===== src/rtl/txarb_pkg.sv =====
package txarb_pkg;

  typedef enum logic {
    LOSER_STALL = 1'b0,
    LOSER_ABORT = 1'b1
  } loser_mode_e;

  typedef struct packed {
    logic abort_local;
    logic stall_req;
    logic grant;
  } verdict_t;

endpackage


===== src/rtl/txarb_stamp_reg.sv =====
module txarb_stamp_reg #(
  parameter int CNT_W = 8,
  parameter int ID_W  = 2
) (
  input  logic             clk,
  input  logic             rst,
  input  logic             begin_i,
  input  logic             commit_i,
  input  logic             kill_i,
  input  logic [ID_W-1:0]  cpu_id_i,
  output logic             active_o,
  output logic [CNT_W-1:0] count_o,
  output logic [CNT_W-1:0] stamp_cnt_o,
  output logic [ID_W-1:0]  stamp_id_o
);

  logic             active_q;
  logic [CNT_W-1:0] count_q;
  logic [CNT_W-1:0] stamp_cnt_q;
  logic [ID_W-1:0]  stamp_id_q;

  always_ff @(posedge clk) begin
    if (rst) begin
      active_q    <= 1'b0;
      count_q     <= '0;
      stamp_cnt_q <= '0;
      stamp_id_q  <= '0;
    end else if (active_q) begin
      if (commit_i) begin
        active_q <= 1'b0;
        count_q  <= count_q + 1'b1;
      end else if (kill_i) begin
        active_q <= 1'b0;
      end
    end else if (begin_i) begin
      active_q    <= 1'b1;
      stamp_cnt_q <= count_q;
      stamp_id_q  <= cpu_id_i;
    end
  end

  assign active_o    = active_q;
  assign count_o     = count_q;
  assign stamp_cnt_o = stamp_cnt_q;
  assign stamp_id_o  = stamp_id_q;

endmodule


===== src/rtl/txarb_age_cmp.sv =====
module txarb_age_cmp #(
  parameter int CNT_W = 8,
  parameter int ID_W  = 2
) (
  input  logic [CNT_W-1:0] req_cnt_i,
  input  logic [ID_W-1:0]  req_id_i,
  input  logic [CNT_W-1:0] loc_cnt_i,
  input  logic [ID_W-1:0]  loc_id_i,
  output logic             req_older_o
);

  localparam int SIGN_BIT = CNT_W - 1;

  logic [CNT_W-1:0] delta;
  logic             cnt_tie;

  always_comb begin
    delta       = req_cnt_i - loc_cnt_i;
    cnt_tie     = (delta == '0);
    req_older_o = delta[SIGN_BIT] | (cnt_tie & (req_id_i < loc_id_i));
  end

endmodule


===== src/rtl/txarb_verdict.sv =====
module txarb_verdict
  import txarb_pkg::*;
(
  input  logic        clk,
  input  logic        rst,
  input  logic        req_valid_i,
  input  logic        contested_i,
  input  logic        req_older_i,
  input  loser_mode_e mode_i,
  output logic        abort_now_o,
  output verdict_t    verdict_o
);

  verdict_t next_v;
  verdict_t verdict_q;

  always_comb begin
    next_v = '0;
    if (req_valid_i) begin
      if (!contested_i) begin
        next_v.grant = 1'b1;
      end else if (!req_older_i) begin
        next_v.stall_req = 1'b1;
      end else if (mode_i == LOSER_ABORT) begin
        next_v.abort_local = 1'b1;
      end else begin
        next_v.grant = 1'b1;
      end
    end
  end

  always_ff @(posedge clk) begin
    if (rst) verdict_q <= '0;
    else     verdict_q <= next_v;
  end

  assign abort_now_o = next_v.abort_local;
  assign verdict_o   = verdict_q;

endmodule


===== src/rtl/txn_age_arbiter.sv =====
module txn_age_arbiter
  import txarb_pkg::*;
#(
  parameter int CNT_W = 8,
  parameter int ID_W  = 2
) (
  input  logic             clk,
  input  logic             rst,
  input  logic [ID_W-1:0]  cpu_id_i,
  input  logic             tx_begin_i,
  input  logic             tx_commit_i,
  input  logic             tx_abort_i,
  input  logic             mode_i,
  input  logic             req_valid_i,
  input  logic [CNT_W-1:0] req_cnt_i,
  input  logic [ID_W-1:0]  req_id_i,
  output logic             grant_o,
  output logic             stall_req_o,
  output logic             abort_local_o
);

  logic             txn_active;
  logic [CNT_W-1:0] commit_cnt;
  logic [CNT_W-1:0] stamp_cnt;
  logic [ID_W-1:0]  stamp_id;
  logic             req_older;
  logic             abort_now;
  logic             contested;
  verdict_t         verdict;

  txarb_stamp_reg #(.CNT_W(CNT_W), .ID_W(ID_W)) u_stamp (
    .clk         (clk),
    .rst         (rst),
    .begin_i     (tx_begin_i),
    .commit_i    (tx_commit_i),
    .kill_i      (tx_abort_i | abort_now),
    .cpu_id_i    (cpu_id_i),
    .active_o    (txn_active),
    .count_o     (commit_cnt),
    .stamp_cnt_o (stamp_cnt),
    .stamp_id_o  (stamp_id)
  );

  txarb_age_cmp #(.CNT_W(CNT_W), .ID_W(ID_W)) u_cmp (
    .req_cnt_i   (req_cnt_i),
    .req_id_i    (req_id_i),
    .loc_cnt_i   (stamp_cnt),
    .loc_id_i    (stamp_id),
    .req_older_o (req_older)
  );

  assign contested = txn_active & ~tx_commit_i & ~tx_abort_i;

  txarb_verdict u_verdict (
    .clk         (clk),
    .rst         (rst),
    .req_valid_i (req_valid_i),
    .contested_i (contested),
    .req_older_i (req_older),
    .mode_i      (loser_mode_e'(mode_i)),
    .abort_now_o (abort_now),
    .verdict_o   (verdict)
  );

  assign grant_o       = verdict.grant;
  assign stall_req_o   = verdict.stall_req;
  assign abort_local_o = verdict.abort_local;

endmodule


===== config.mk =====
export PLATFORM = sky130hd
export DESIGN_NAME = txn_age_arbiter
export DESIGN_NICKNAME = d
export VERILOG_FILES = /design/src/rtl/txarb_pkg.sv /design/src/rtl/txarb_stamp_reg.sv /design/src/rtl/txarb_age_cmp.sv /design/src/rtl/txarb_verdict.sv /design/src/rtl/txn_age_arbiter.sv
export SDC_FILE = /design/constraint.sdc
export NUM_CORES = 1
export LEC_CHECK = 0
export BUFFER_PORTS_ARGS = -buffer_cell sky130_fd_sc_hd__buf_2
export CAP_MARGIN = 20
export CORE_MARGIN = 4
export CORE_UTILIZATION = 25
export CTS_BUF_LIST = sky130_fd_sc_hd__clkbuf_8
export DETAILED_ROUTE_END_ITERATION = 10
export GPL_TIMING_DRIVEN = 0
export PLACE_DENSITY = 0.43
export SYNTH_ARGS = -nofsm -noshare
export SYNTH_HDL_FRONTEND = slang
export SYNTH_SLANG_ARGS = --single-unit

===== constraint.sdc =====
create_clock -name clk -period 2.99 [get_ports clk]
set_clock_uncertainty 0.15 [all_clocks]
set_input_delay 0.7475 -clock clk [delete_from_list [all_inputs] [get_ports clk]]
set_output_delay 0.7475 -clock clk [all_outputs]
set_load 0.005 [all_outputs]

-- Word level (Yosys, flattened, before mapping)
Cells that the tools add are included.
- multiplexer cells: 12
- reduce and logical (&&, ||, !) cells: 5
- bitwise operators: 10
- $add $sub $neg: 2
- magnitude comparators: 1
- operators with widths (operator ; number):
    1-bit 2-to-1 mux ; 10
    8-bit by 1-bit adder with 8-bit output, second input constant ; 1
    8-bit zero test ; 1
    8-bit subtractor ; 1
    1-bit inverter ; 5
    2-bit AND reduction ; 2
    1-bit bitwise AND ; 3
    3-bit 2-to-1 mux ; 1
    3-bit OR reduction ; 1
    2-bit less-than comparator ; 1
    2-bit 2-to-1 mux ; 1
    1-bit bitwise OR ; 2
    2-bit OR reduction ; 1
- bits of input ports: 19
- flip-flop bits (word level): 22
- logic and storage cells: 37
- output and inout bits: 3

-- Depth between registers and ports, before layout
Gate-level depths: netlist (run 1).
- word-level depth: 11
- gate-level depth with buffers: 9
- gate-level depth less buffers: 9

-- By module
From an unflattened synthesis (run 1), not the netlist that was laid out.
- cell total of the unflattened synthesis: 150
- area, all modules: 1207.4 um^2
- by module, submodules not included (module ; cells an instance ; area an instance (um^2) ; sequential area each (um^2) ; times used):
    txarb_stamp_reg ; 89 ; 728.2 ; 380.4 ; 1
    txarb_age_cmp ; 48 ; 356.6 ; 0.0 ; 1
    txarb_verdict ; 11 ; 103.8 ; 60.1 ; 1
    txn_age_arbiter ; 2 ; 18.8 ; 0.0 ; 1

-- Least setup slack after synthesis (run 1)
No wires, ideal clock.
- path type: input -> register
- start point: in req_cnt_i[1]
- end point: reg u_stamp.active_q, in the netlist u_stamp.active_o
- setup time: 115 ps
- buffers on the path: 0
- required time: 2725 ps
- setup slack: 406 ps
- stages on the path: 7
- arrival: 2319 ps
- path through: ha_1 > nor2b_4 > o2111a_1 > or3_2 > a221oi_2 > a22oi_2 > o21a_1
- word-level cells in the longest chain between the ends: 11
- ends and longest elaborated chain (what ; RTL line ; text):
    start: declaration ; txn_age_arbiter.sv:15 ; input logic [CNT_W-1:0] req_cnt_i,
    8-bit subtractor * ; txarb_age_cmp.sv:18 ; delta = req_cnt_i - loc_cnt_i;
    8-bit zero test ; txarb_age_cmp.sv:19 ; cnt_tie = (delta == '0);
    1-bit bitwise AND ; txarb_age_cmp.sv:20 ; req_older_o = delta[SIGN_BIT] | (cnt_tie & (req_id_i < loc_id_i));
    1-bit bitwise OR * ; txarb_age_cmp.sv:20 ;
    1-bit 2-to-1 mux * ; txarb_verdict.sv:22 ; end else if (!req_older_i) begin
    2-bit 2-to-1 mux * ; txarb_verdict.sv:20 ; if (!contested_i) begin
    3-bit 2-to-1 mux * ; txarb_verdict.sv:19 ; if (req_valid_i) begin
    1-bit bitwise OR * ; txn_age_arbiter.sv:36 ; .kill_i (tx_abort_i | abort_now),
    1-bit 2-to-1 mux * ; txarb_stamp_reg.sv:32 ; end else if (kill_i) begin
    1-bit 2-to-1 mux * ; txarb_stamp_reg.sv:29 ; if (commit_i) begin
    1-bit 2-to-1 mux * ; txarb_stamp_reg.sv:28 ; end else if (active_q) begin
    end signal: assignment ; txarb_stamp_reg.sv:30 ; active_q <= 1'b0;
    end signal: assignment ; txarb_stamp_reg.sv:33 ; active_q <= 1'b0;
    end signal: assignment ; txarb_stamp_reg.sv:36 ; active_q <= 1'b1;
    end: declaration ; txarb_stamp_reg.sv:17 ; logic active_q;
Every way passes the cells marked *; elsewhere a longest branch is shown, timed or not.
A chain may end at the register's enable or synchronous reset.

-- Worst setup path in the final report (run 1)
Same ends and word-level chain as after synthesis.

==> results of run 1 <==
## through the flow
stage	cell area, um^2	hold WS, ps	setup WS [ps]	total power [W]
after floorplan	1210	286	406	0.000360
after global placement	1400	296	158	0.000386
after detailed placement	1400	305	151	0.000387
after CTS	1460	316	426	0.000599
after global routing	1460	335	351	0.000622
final	1460	312	424	0.000586
## cell usage after synthesis
| library cell | count | area share |
|---|---|---|
| or3_2 | 1 | 0.0062 |
| o21ai_0 | 7 | 0.029 |
| o211a_1 | 1 | 0.0083 |
| nor2_1 | 10 | 0.031 |
| a22oi_2 | 1 | 0.010 |
| or3_1 | 4 | 0.021 |
| nand4_1 | 3 | 0.015 |
| xnor2_1 | 2 | 0.014 |
| mux2i_1 | 1 | 0.0083 |
| inv_1 | 12 | 0.037 |
| nand3_1 | 3 | 0.012 |
| nor3b_1 | 3 | 0.019 |
| xor2_1 | 5 | 0.036 |
| o21a_1 | 2 | 0.012 |
| nor2b_1 | 4 | 0.021 |
| nor2b_4 | 1 | 0.011 |
| o21ai_1 | 1 | 0.0041 |
| a21oi_1 | 16 | 0.066 |
| ha_1 | 9 | 0.093 |
| nand2b_1 | 3 | 0.015 |
| a221oi_2 | 1 | 0.012 |
| buf_1 | 1 | 0.0031 |
| and3_1 | 2 | 0.010 |
| dfxtp_1 | 22 | 0.36 |
| and2_1 | 1 | 0.0052 |
| nand2_1 | 25 | 0.077 |
| a32o_1 | 1 | 0.0083 |
| o2111ai_1 | 1 | 0.0072 |
| clkbuf_1 | 4 | 0.012 |
| nor3_1 | 1 | 0.0041 |
| fa_1 | 1 | 0.017 |
| o2111a_1 | 1 | 0.0093 |
## cells in the final DEF, fill, tap and decap left out, types with 4 or more instances in the layout
master,synthesis,final
nand2_1,25,25
dfxtp_1,22,22
buf_2,0,21
a21oi_1,16,16
inv_1,12,12
nor2_1,10,10
ha_1,9,9
o21ai_0,7,7
xor2_1,5,5
clkbuf_1,4,4
nor2b_1,4,4
or3_1,4,4
clkbuf_8,0,4
## cell type report
| type | instances | area, um^2 |
|---|---|---|
| buffer | 5 | 18.8 |
| tap | 67 | 83.8 |
| inverter | 12 | 45.0 |
| sequential | 22 | 440 |
| clock buffer | 4 | 55.1 |
| multi-input combinational | 111 | 708 |
| timing repair buffer | 21 | 105 |
| fill | 527 | 3270 |
## final timing paths
path,from,endpoint,slack [ps],cells after the start
setup / recovery,req_cnt_i[1],u_stamp.active_o,420,8
hold reg to reg,u_stamp.stamp_cnt_o[4],u_stamp.stamp_cnt_o[4],310,2
hold / removal,u_stamp.stamp_cnt_o[4],u_stamp.stamp_cnt_o[4],310,2
setup reg to reg,u_stamp.stamp_cnt_o[1],u_stamp.active_o,590,8
## sequential cells by signal, indices dropped and copies added, names as in the netlist
| name | cells |
|---|---|
| u_stamp.stamp_cnt_o | 8 |
| u_verdict.verdict_o | 3 |
| u_stamp.count_o | 8 |
| u_stamp.active_o | 1 |
| u_stamp.stamp_id_o | 2 |
## cell families after synthesis
kind of cell	after synthesis
xor gates and xnor gates	7
AOI/OAI and AO/OA	32
DFF	22
muxes	1
adders and majority gates	10
buffers and inverters	17
and+or+nand+nor	61
## per-layer routing
metal | vias up | wire length, um | track usage | part of all wire
met3 | 2 | 95 | 0.0186 | 0.037
li1 | 556 | - | - | -
met5 | - | 0 | 0 | 0
met4 | 0 | 21 | 0.0267 | 0.0083
met1 | 464 | 1250 | 0.115 | 0.49
met2 | 15 | 1170 | 0.160 | 0.46
## power by group
part	total, W	switching, W	internal, W
Sequential	0.000301	0.00000335	0.000298
Clock	0.000207	0.0000897	0.000117
Combinational	0.0000778	0.0000424	0.0000354
Total	0.000586	0.000135	0.000451
## worst min-delay path: cells and delay by family (launching register included)
family             cells  cell delay (ps)
DFF                    1              320
AOI/OAI and AO/OA      1               50
and+or+nand+nor        1               50
==> flow_summary_export.csv, run 1 <==
group,metric,value,unit
cells_and_area,antenna_cells,0,
clock_tree,clockRootBuffer,"clkbuf_8",
setup_path,crit_path_top_delay_cell,"or3_2",
place,hpwl,2.10,mm
timing,post-route-min-period,2570,ps
routing,dr_total_vias,1037,
global_route,globalRouteTotalUtil,0.0925,
yosys,syn_area,1210,um^2
pwr,power_leakage,0.569,nW
timing,setup_viol,0,
timing,fmaxAchievable,390,MHz
setup_path,crit_chain,"buf_2 -> ha_1 -> nor2b_4 -> o2111a_1 -> or3_2 -> a221oi_2 -> a22oi_2 -> o21a_1",
routing,drc_errors,0,
yosys,synth_compound_area_frac,0.167,
cells_and_area,syn_to_final_growth,20.1,%
timing,slew_violations,0,
routing,avgRoutedWirePerCell,10.5,um
yosys,ys_warn_count,0,
place,placed_cells,238,
clock_tree,clkLatencyLatePin,260,ps
cells_and_area,final_nets,205,
run_status,status,"completed",
place,port_buffers,21,
place,place_congestion,0.821,
yosys,synthesis.nets,179,
floorplan,dieArea,6030,um^2
timing,fin_tns_setup,0,ps
floorplan,die_width,77.6,um
timing,hold_viol_final,0,
clock_tree,cts.sinks,22,
yosys,ys_seq_area_frac,0.363,
setup_path,critPathTopFamily,"compound AO/OA/AOI/OAI gates",
floorplan,io-pin-count,22,
clock_tree,cts-resized-gates,0,
worst_hold_path,worstHoldPathType,"flop to flop",
timing,rsz0062_at_grt,"false",
timing,worst_pin_slew,449,ps
clock_tree,htreeDepth,1,
setup_path,crit_path_start_kind,"input pin",
job,maxCapViolCount,0,
floorplan,coreArea,4720,um^2
timing,slew_headroom,0.701,
cells_and_area,final_layout_size_suffix_gt1_frac,0.166,
clock_tree,hold_buffers,0,
floorplan,fp.dieH,77.6,um
setup_path,cp-end-kind,"flop",
yosys,syn_area_per_cell,8.08,um^2
routing,drt-pass1-iter-count,4,
yosys,synth-xor-area-share,0.0506,
setup_path,cp_max_fo,4,
global_route,grt_pass1_wl,4.62,mm
clock_tree,cts_made_buffers,3,
clock_tree,cts_tree,"done",
global_route,grt-ovfl-total,0,
floorplan,initial_core_util,0.257,
setup_path,worst-path-buf-inv,1,
routing,wl,2.53,mm
cells_and_area,layoutNonFillerInstCount,242,
setup_path,slowest_delay,420,ps
floorplan,rows,25,
yosys,syn_inst,150,
yosys,synth_fa_ha_area_frac,0.109,
routing,via_per_inst,4.29,
global_route,grt_pass1_vias,1073,
setup_path,critPathArrivalTime,2570,ps
global_route,grt_antenna_before_repair,0,
setup_path,critPathRequiredTime,3000,ps
pwr,peakVddDrop,0.163,mV
yosys,synth.distinct_cells,32,
routing,final_antenna_net_count,0,
setup_path,worstSetupPathType,"input pin to flop",
yosys,yosys.area_share.simple,0.249,
pwr,p_per_area,402,nW/um^2
yosys,muxShareOfSynthArea,0.00826,
routing,drtIter0Drc,13,
yosys,synth_top_family_by_area,"simple AND/OR/NAND/NOR gates",
clock_tree,cts_setup_buffers,0,
clock_tree,clk_pin_slew,80,ps
timing,fin_crit_sh,0.858,
cells_and_area,fin_util,0.308,
clock_tree,cts-root-to-sink-buffers,2,
yosys,ys_ff_latch,22,
global_route,grt_max_degree,13,
No activity file was read; power rests on OpenSTA's default activity.
==> run 2: changes to the inputs <==
--- a/config.mk
+++ b/config.mk
@@ -5,9 +5,11 @@
 export SDC_FILE = /design/constraint.sdc
 export NUM_CORES = 1
 export LEC_CHECK = 0
+export ABC_AREA = 1
 export BUFFER_PORTS_ARGS = -buffer_cell sky130_fd_sc_hd__buf_2
 export CAP_MARGIN = 20
-export CORE_MARGIN = 4
+export CORE_ASPECT_RATIO = 1.4
+export CORE_MARGIN = 2
 export CORE_UTILIZATION = 25
 export CTS_BUF_LIST = sky130_fd_sc_hd__clkbuf_8
 export DETAILED_ROUTE_END_ITERATION = 10
==> run 2 against run 1 <==
- die area down 6.9%
- design area increased by 1.7%
- hold slack lost 1.6 ps
- register-to-register slack improved by 250 ps
- maximum frequency is 6.0% higher
- first-iteration DRC count increased by 7.7%
- utilization is 0.24 points lower
- combinational power rose by 80%
- count of clock-buffer cells in the layout fell by 1
- critical endpoint unchanged
- largest power group unchanged
==> flow_summary_export.csv, run 2 <==
group,metric,value,unit
run_status,status,"completed",
timing,hold_viol_final,0,
cells_and_area,layout_commonest_cell,"nand2_1",
cells_and_area,final_cell_area,1480,um^2
yosys,synth.distinct_cells,28,
global_route,globalRouteTotalUtil,0.103,
clock_tree,hold_buffers,0,
timing,slew_headroom,0.741,
setup_path,crit_path_start_kind,"input pin",
setup_path,r2r_slack,840,ps
global_route,grt_pass1_vias,1151,
global_route,met3_usage,0.0129,
timing,layout_setup_ws,568,ps
yosys,synth_area_leader_cell,"dfxtp_1",
floorplan,dieArea,5610,um^2
worst_hold_path,worstHoldPathType,"flop to flop",
timing,slew_violations,0,
cells_and_area,antenna_cells,0,
setup_path,critPathRequiredTime,2990,ps
setup_path,worst-path-buf-inv,2,
job,maxCapViolCount,0,
timing,fin_crit_sh,0.810,
yosys,synth_common_cells,"nand2_1, dfxtp_1, inv_1, nor2_1, a21oi_1",
floorplan,fp.dieH,87.8,um
global_route,gr-usage-met2,0.202,
setup_path,critPathTopFamily,"simple AND/OR/NAND/NOR gates",
setup_path,cp-end-kind,"flop",
yosys,syn_area,1250,um^2
clock_tree,cts_setup_buffers,0,
floorplan,io-pin-count,22,
yosys,syn_area_per_cell,7.34,um^2
floorplan,coreArea,4840,um^2
place,placed_cell_area,1440,um^2
pwr,clockPowerShare,0.282,
cells_and_area,fin_util,0.306,
pwr,p_int,0.000457,W
global_route,grt_antenna_before_repair,0,
pwr,switching_share,0.274,
cells_and_area,final_cell_mix,"nand2_1, dfxtp_1, inv_1, nor2_1, buf_2",
routing,drtIter0Drc,14,
clock_tree,clockRootBuffer,"clkbuf_8",
place,placed_cells,256,
floorplan,initial_core_util,0.259,
clock_tree,htreeDepth,1,
setup_path,cp_max_fo,3,
yosys,async_flop_share,0,
pwr,peakVddDrop,0.142,mV
cells_and_area,final_nets,226,
timing,rsz0062_at_grt,"false",
setup_path,slowest_delay,490,ps
clock_tree,clkLatencyLatePin,260,ps
clock_tree,cts_made_buffers,3,
place,pre_cts_ws,238,ps
timing,setup_viol,0,
timing,fin_tns_setup,0,ps
yosys,synth_edf_count,0,
yosys,synth.area.top_cells,"dfxtp_1, nand2_1, ha_1",
yosys,ys_ff_latch,22,
timing,worst_pin_slew,389,ps
setup_path,worstSetupPathType,"input pin to flop",
place,port_buffers,21,
clock_tree,cts-root-to-sink-buffers,2,
pwr,p_switching,0.000173,W
routing,wl,2.48,mm
global_route,grt_max_degree,12,
routing,drc_errors,0,
yosys,synth_most_common_cell,"nand2_1",
routing,drt-pass1-iter-count,2,
pwr,combPwrFrac,0.222,
clock_tree,cts.sinks,22,
timing,fmaxAchievable,413,MHz
clock_tree,clk_pin_slew,70,ps
yosys,ys_seq_area_frac,0.351,
yosys,syn_inst,171,
routing,avgRoutedWirePerCell,9.56,um
yosys,synth_top_area_frac,0.351,
global_route,met1_usage,0.104,
setup_path,crit_chain,"buf_2 -> inv_1 -> ha_1 -> fa_1 -> nand2_1 -> nor2_1 -> nand2_1 -> nor2_1 -> nand3_1 -> nor2_1 -> nand3_2 -> nand2_2 -> nand2_2 -> nand2_2 -> a21oi_2",
pwr,power_leakage,0.665,nW
cells_and_area,layoutNonFillerInstCount,259,
yosys,dominantRegCellSynth,"dfxtp_1",
clock_tree,cts-resized-gates,0,
setup_path,crit_path_top_delay_cell,"fa_1",
cells_and_area,final_layout_size_suffix_gt1_frac,0.190,
pwr,seqPwrFrac,0.495,
floorplan,rows,30,
timing,post-route-min-period,2420,ps
cells_and_area,syn_to_final_growth,18.0,%
yosys,ys_warn_count,0,
routing,final_antenna_net_count,0,
floorplan,die_width,63.9,um
global_route,gr-max-usage-layer,"met2",
yosys,synthesis.nets,200,
place,place_congestion,0.664,
global_route,grt_pass1_wl,4.62,mm
routing,via_per_inst,4.18,
routing,dr_total_vias,1083,
pwr,p_per_area,425,nW/um^2
place,hpwl,2.10,mm
clock_tree,cts_tree,"done",
setup_path,critPathArrivalTime,2420,ps
global_route,grt-ovfl-total,0,
-- run 2: cells by family (layout without fill, tap and decap cells) --
family                     count (synthesis)  in the layout  synth area share
xor gates and xnor gates                   3              3            0.0359
AOI/OAI and AO/OA                         32             32             0.134
adders and majority gates                 10             10             0.106
and+or+nand+nor                           79             79             0.293
buffers and inverters                     25             49            0.0808
DFF                                       22             22             0.351
-- run 2: power by group through the flow --
stage          Clock [W]  Sequential, W  Combinational, W
2_1_floorplan          0       0.000318          0.000106
3_3_place_gp           0       0.000319          0.000142
3_5_place_dp           0       0.000319          0.000143
4_1_cts         0.000191       0.000312          0.000144
5_1_grt         0.000198       0.000314          0.000168
6_report        0.000178       0.000312          0.000140
-- run 2: cell type report --
cell class / instances / area, um^2
plain buffers: 2 / 15.0
repair buffers: 21 / 105
flip-flops and latches: 22 / 440
inverters: 23 / 86.3
clock buffers: 3 / 41.3
well taps: 64 / 80.1
multi-input cells: 124 / 713
fillers: 544 / 3360
-- run 2: per-layer routing --
metal	up-vias	wire, um
met5	-	0
met4	0	70
met3	5	34
met2	9	1370
met1	473	1000
li1	596	-
-- run 2: path summary, 6_finish.rpt --
path,start,endpoint,cells after the start
max,req_cnt_i[0],u_stamp.active_o,15
min,u_stamp.stamp_cnt_o[4],u_stamp.stamp_cnt_o[4],2
max reg2reg,u_stamp.stamp_cnt_o[0],u_stamp.active_o,13
min reg2reg,u_stamp.stamp_cnt_o[4],u_stamp.stamp_cnt_o[4],2
-- run 2: worst reg2reg max path, stage by stage (launching register included) --
cell and delay, ps:
dfxtp_1 320, ha_1 210, fa_1 490, nand2_1 50
nor2_1 80, nand2_1 60, nor2_1 100, nand3_1 70
nor2_1 150, nand3_2 100, nand2_2 90, nand2_2 60
nand2_2 60, a21oi_2 50
-- run 2: per-stage QoR --
| step | power, W | hold WS (ps) |
|---|---|---|
| after global placement | 0.000461 | 297 |
| after CTS | 0.000647 | 318 |
| after global routing | 0.000679 | 344 |
| after floorplan | 0.000424 | 283 |
| after detailed placement | 0.000463 | 306 |
| final | 0.000630 | 310 |
==> run 3: changes to the inputs <==
--- a/config.mk
+++ b/config.mk
@@ -5,7 +5,7 @@
 export SDC_FILE = /design/constraint.sdc
 export NUM_CORES = 1
 export LEC_CHECK = 0
-export ABC_AREA = 1
+export ABC_AREA = 0
 export BUFFER_PORTS_ARGS = -buffer_cell sky130_fd_sc_hd__buf_2
 export CAP_MARGIN = 20
 export CORE_ASPECT_RATIO = 1.4
==> constraint.sdc (replaced) <==
create_clock -name clk -period 2.48 [get_ports clk]
set_clock_uncertainty 0.15 [all_clocks]
set_input_delay 0.62 -clock clk [delete_from_list [all_inputs] [get_ports clk]]
set_output_delay 0.62 -clock clk [all_outputs]
set_load 0.005 [all_outputs]
==> run 3 against run 2 <==
- first-iteration DRC count increased by 7.1%
- sequential cell count unchanged
- critical path depth fell by 7
- design area fell by 0.34%
- via count fell by 1.3%
- sequential power up 16%
==> flow_summary_export.csv, run 3 (synthesized netlist as in run 1, its figures left out) <==
group,metric,value,unit
routing,dr_total_vias,1069,
cells_and_area,antenna_cells,0,
routing,drc_errors,0,
clock_tree,clockRootBuffer,"clkbuf_8",
clock_tree,cts_setup_buffers,0,
place,pre_cts_ws,-257,ps
timing,post-route-min-period,2400,ps
pwr,p_per_area,457,nW/um^2
setup_path,critPathArrivalTime,2410,ps
timing,setup_viol,0,
place,port_buffers,21,
global_route,grt_pass1_vias,1032,
setup_path,r2r_slack,120,ps
routing,drt-pass1-iter-count,2,
timing,fin_tns_setup,0,ps
floorplan,fp.dieH,86.4,um
timing,layout_setup_ws,75.2,ps
timing,rsz0062_at_grt,"false",
pwr,power_leakage,0.566,nW
setup_path,reg2regPathDepth,8,
worst_hold_path,min_from,"u_stamp.stamp_cnt_o[4]",
floorplan,die_width,62.9,um
global_route,grt-ovfl-total,0,
worst_hold_path,holdPathStages,2,
cells_and_area,final_nets,205,
setup_path,cp_max_fo,4,
routing,via_per_inst,4.49,
global_route,grt_antenna_before_repair,0,
cells_and_area,layout_commonest_cell,"nand2_1",
global_route,globalRouteTotalUtil,0.103,
routing,final_antenna_net_count,0,
floorplan,rows,30,
cells_and_area,final_layout_size_suffix_gt1_frac,0.184,
global_route,grt_pass1_wl,4.36,mm
cells_and_area,fin_util,0.310,
timing,worst_pin_slew,454,ps
clock_tree,cts-root-to-sink-buffers,2,
run_status,status,"completed",
routing,wl,2.57,mm
pwr,p_total,0.000674,W
floorplan,initial_core_util,0.254,
worst_hold_path,worstHoldPathType,"flop to flop",
clock_tree,htreeDepth,1,
timing,slew_headroom,0.697,
setup_path,critPathRequiredTime,2480,ps
floorplan,io-pin-count,22,
timing,fin_crit_sh,0.970,
routing,avgRoutedWirePerCell,10.8,um
setup_path,worstSetupPathType,"input pin to flop",
floorplan,dieArea,5430,um^2
setup_path,rr_endpoint,"u_stamp.active_o",
job,maxCapViolCount,0,
timing,fmaxAchievable,416,MHz
setup_path,cp-end-kind,"flop",
pwr,peakVddDrop,0.180,mV
cells_and_area,final_cell_mix,"nand2_1, dfxtp_1, buf_2, a21oi_1, inv_1",
cells_and_area,syn_to_final_growth,21.8,%
global_route,grt_max_degree,12,
floorplan,coreArea,4770,um^2
setup_path,crit_path_start,"req_cnt_i[1]",
clock_tree,clk_pin_slew,70,ps
clock_tree,cts_made_buffers,3,
timing,slew_violations,0,
worst_hold_path,worstHoldEndpoint,"u_stamp.stamp_cnt_o[4]",
routing,drtIter0Drc,15,
clock_tree,clkLatencyLatePin,260,ps
timing,hold_viol_final,0,
timing,timing.hold.ws,306,ps
clock_tree,cts.sinks,22,
place,place_congestion,0.788,
place,hpwl,2.22,mm
clock_tree,cts_tree,"done",
setup_path,crit_path_start_kind,"input pin",
setup_path,timing.rr.start,"u_stamp.stamp_cnt_o[1]",
run 3: cell types whose count changed in the layout (fill, tap and decap cells not counted), moves of 5 or more:
cell,delta
inv_1,-9
o21ai_0,-6
nand3b_1,-5
nand2_1,-12
nor2_1,-11
run 3: power breakdown:
part	internal [W]	switching, W
combinational	0.0000446	0.0000557
sequential	0.000359	0.00000389
clock	0.000108	0.000103
total	0.000512	0.000162
run 3: critical path, stage by stage:
cell and delay (ps):
buf_2 110, ha_1 280, nor2b_4 130, o2111a_1 250, or3_2 450, a221oi_4 260, a22oi_2 120, o21a_1 200
run 3: area by class of cell:
| type | count | area (um^2) |
|---|---|---|
| Inverter | 12 | 45.0 |
| Multi-Input combinational cell | 111 | 746 |
| Buffer | 5 | 18.8 |
| Tap cell | 64 | 80.1 |
| Clock buffer | 3 | 41.3 |
| Timing Repair Buffer | 21 | 105 |
| Sequential cell | 22 | 440 |
| Fill cell | 542 | 3290 |
run 3: worst max path at each step:
stage	end	slack, ps	cells past startpoint
2_1_floorplan	u_stamp.active_o	20	7
4_1_cts	u_stamp.active_o	9	8
5_1_grt	u_stamp.active_o	5	8
3_5_place_dp	u_stamp.active_o	-260	8
6_report	u_stamp.active_o	80	8
3_3_place_gp	u_stamp.active_o	-240	8
run 3: stage by stage:
| step | cell area [um^2] | cells |
|---|---|---|
| 5_1_grt | 1480 | 238 |
| 6_report | 1480 | 238 |
| 4_1_cts | 1440 | 238 |
| 3_3_place_gp | 1400 | 235 |
| 3_5_place_dp | 1400 | 235 |
| 2_1_floorplan | 1210 | 150 |
run 3: repair_timing:
action | in CTS | in global routing
hold buffers | 0 | 0
setup endpoints to repair | 0 | 3
gates resized for setup | 0 | 6
run 3: routing by layer:
layer / vias up / global-route usage / part of all wire
met5: - / 0 / 0
li1: 564 / - / -
met2: 14 / 0.207 / 0.58
met4: 0 / 0.0606 / 0.032
met1: 484 / 0.0948 / 0.36
met3: 7 / 0.0182 / 0.027
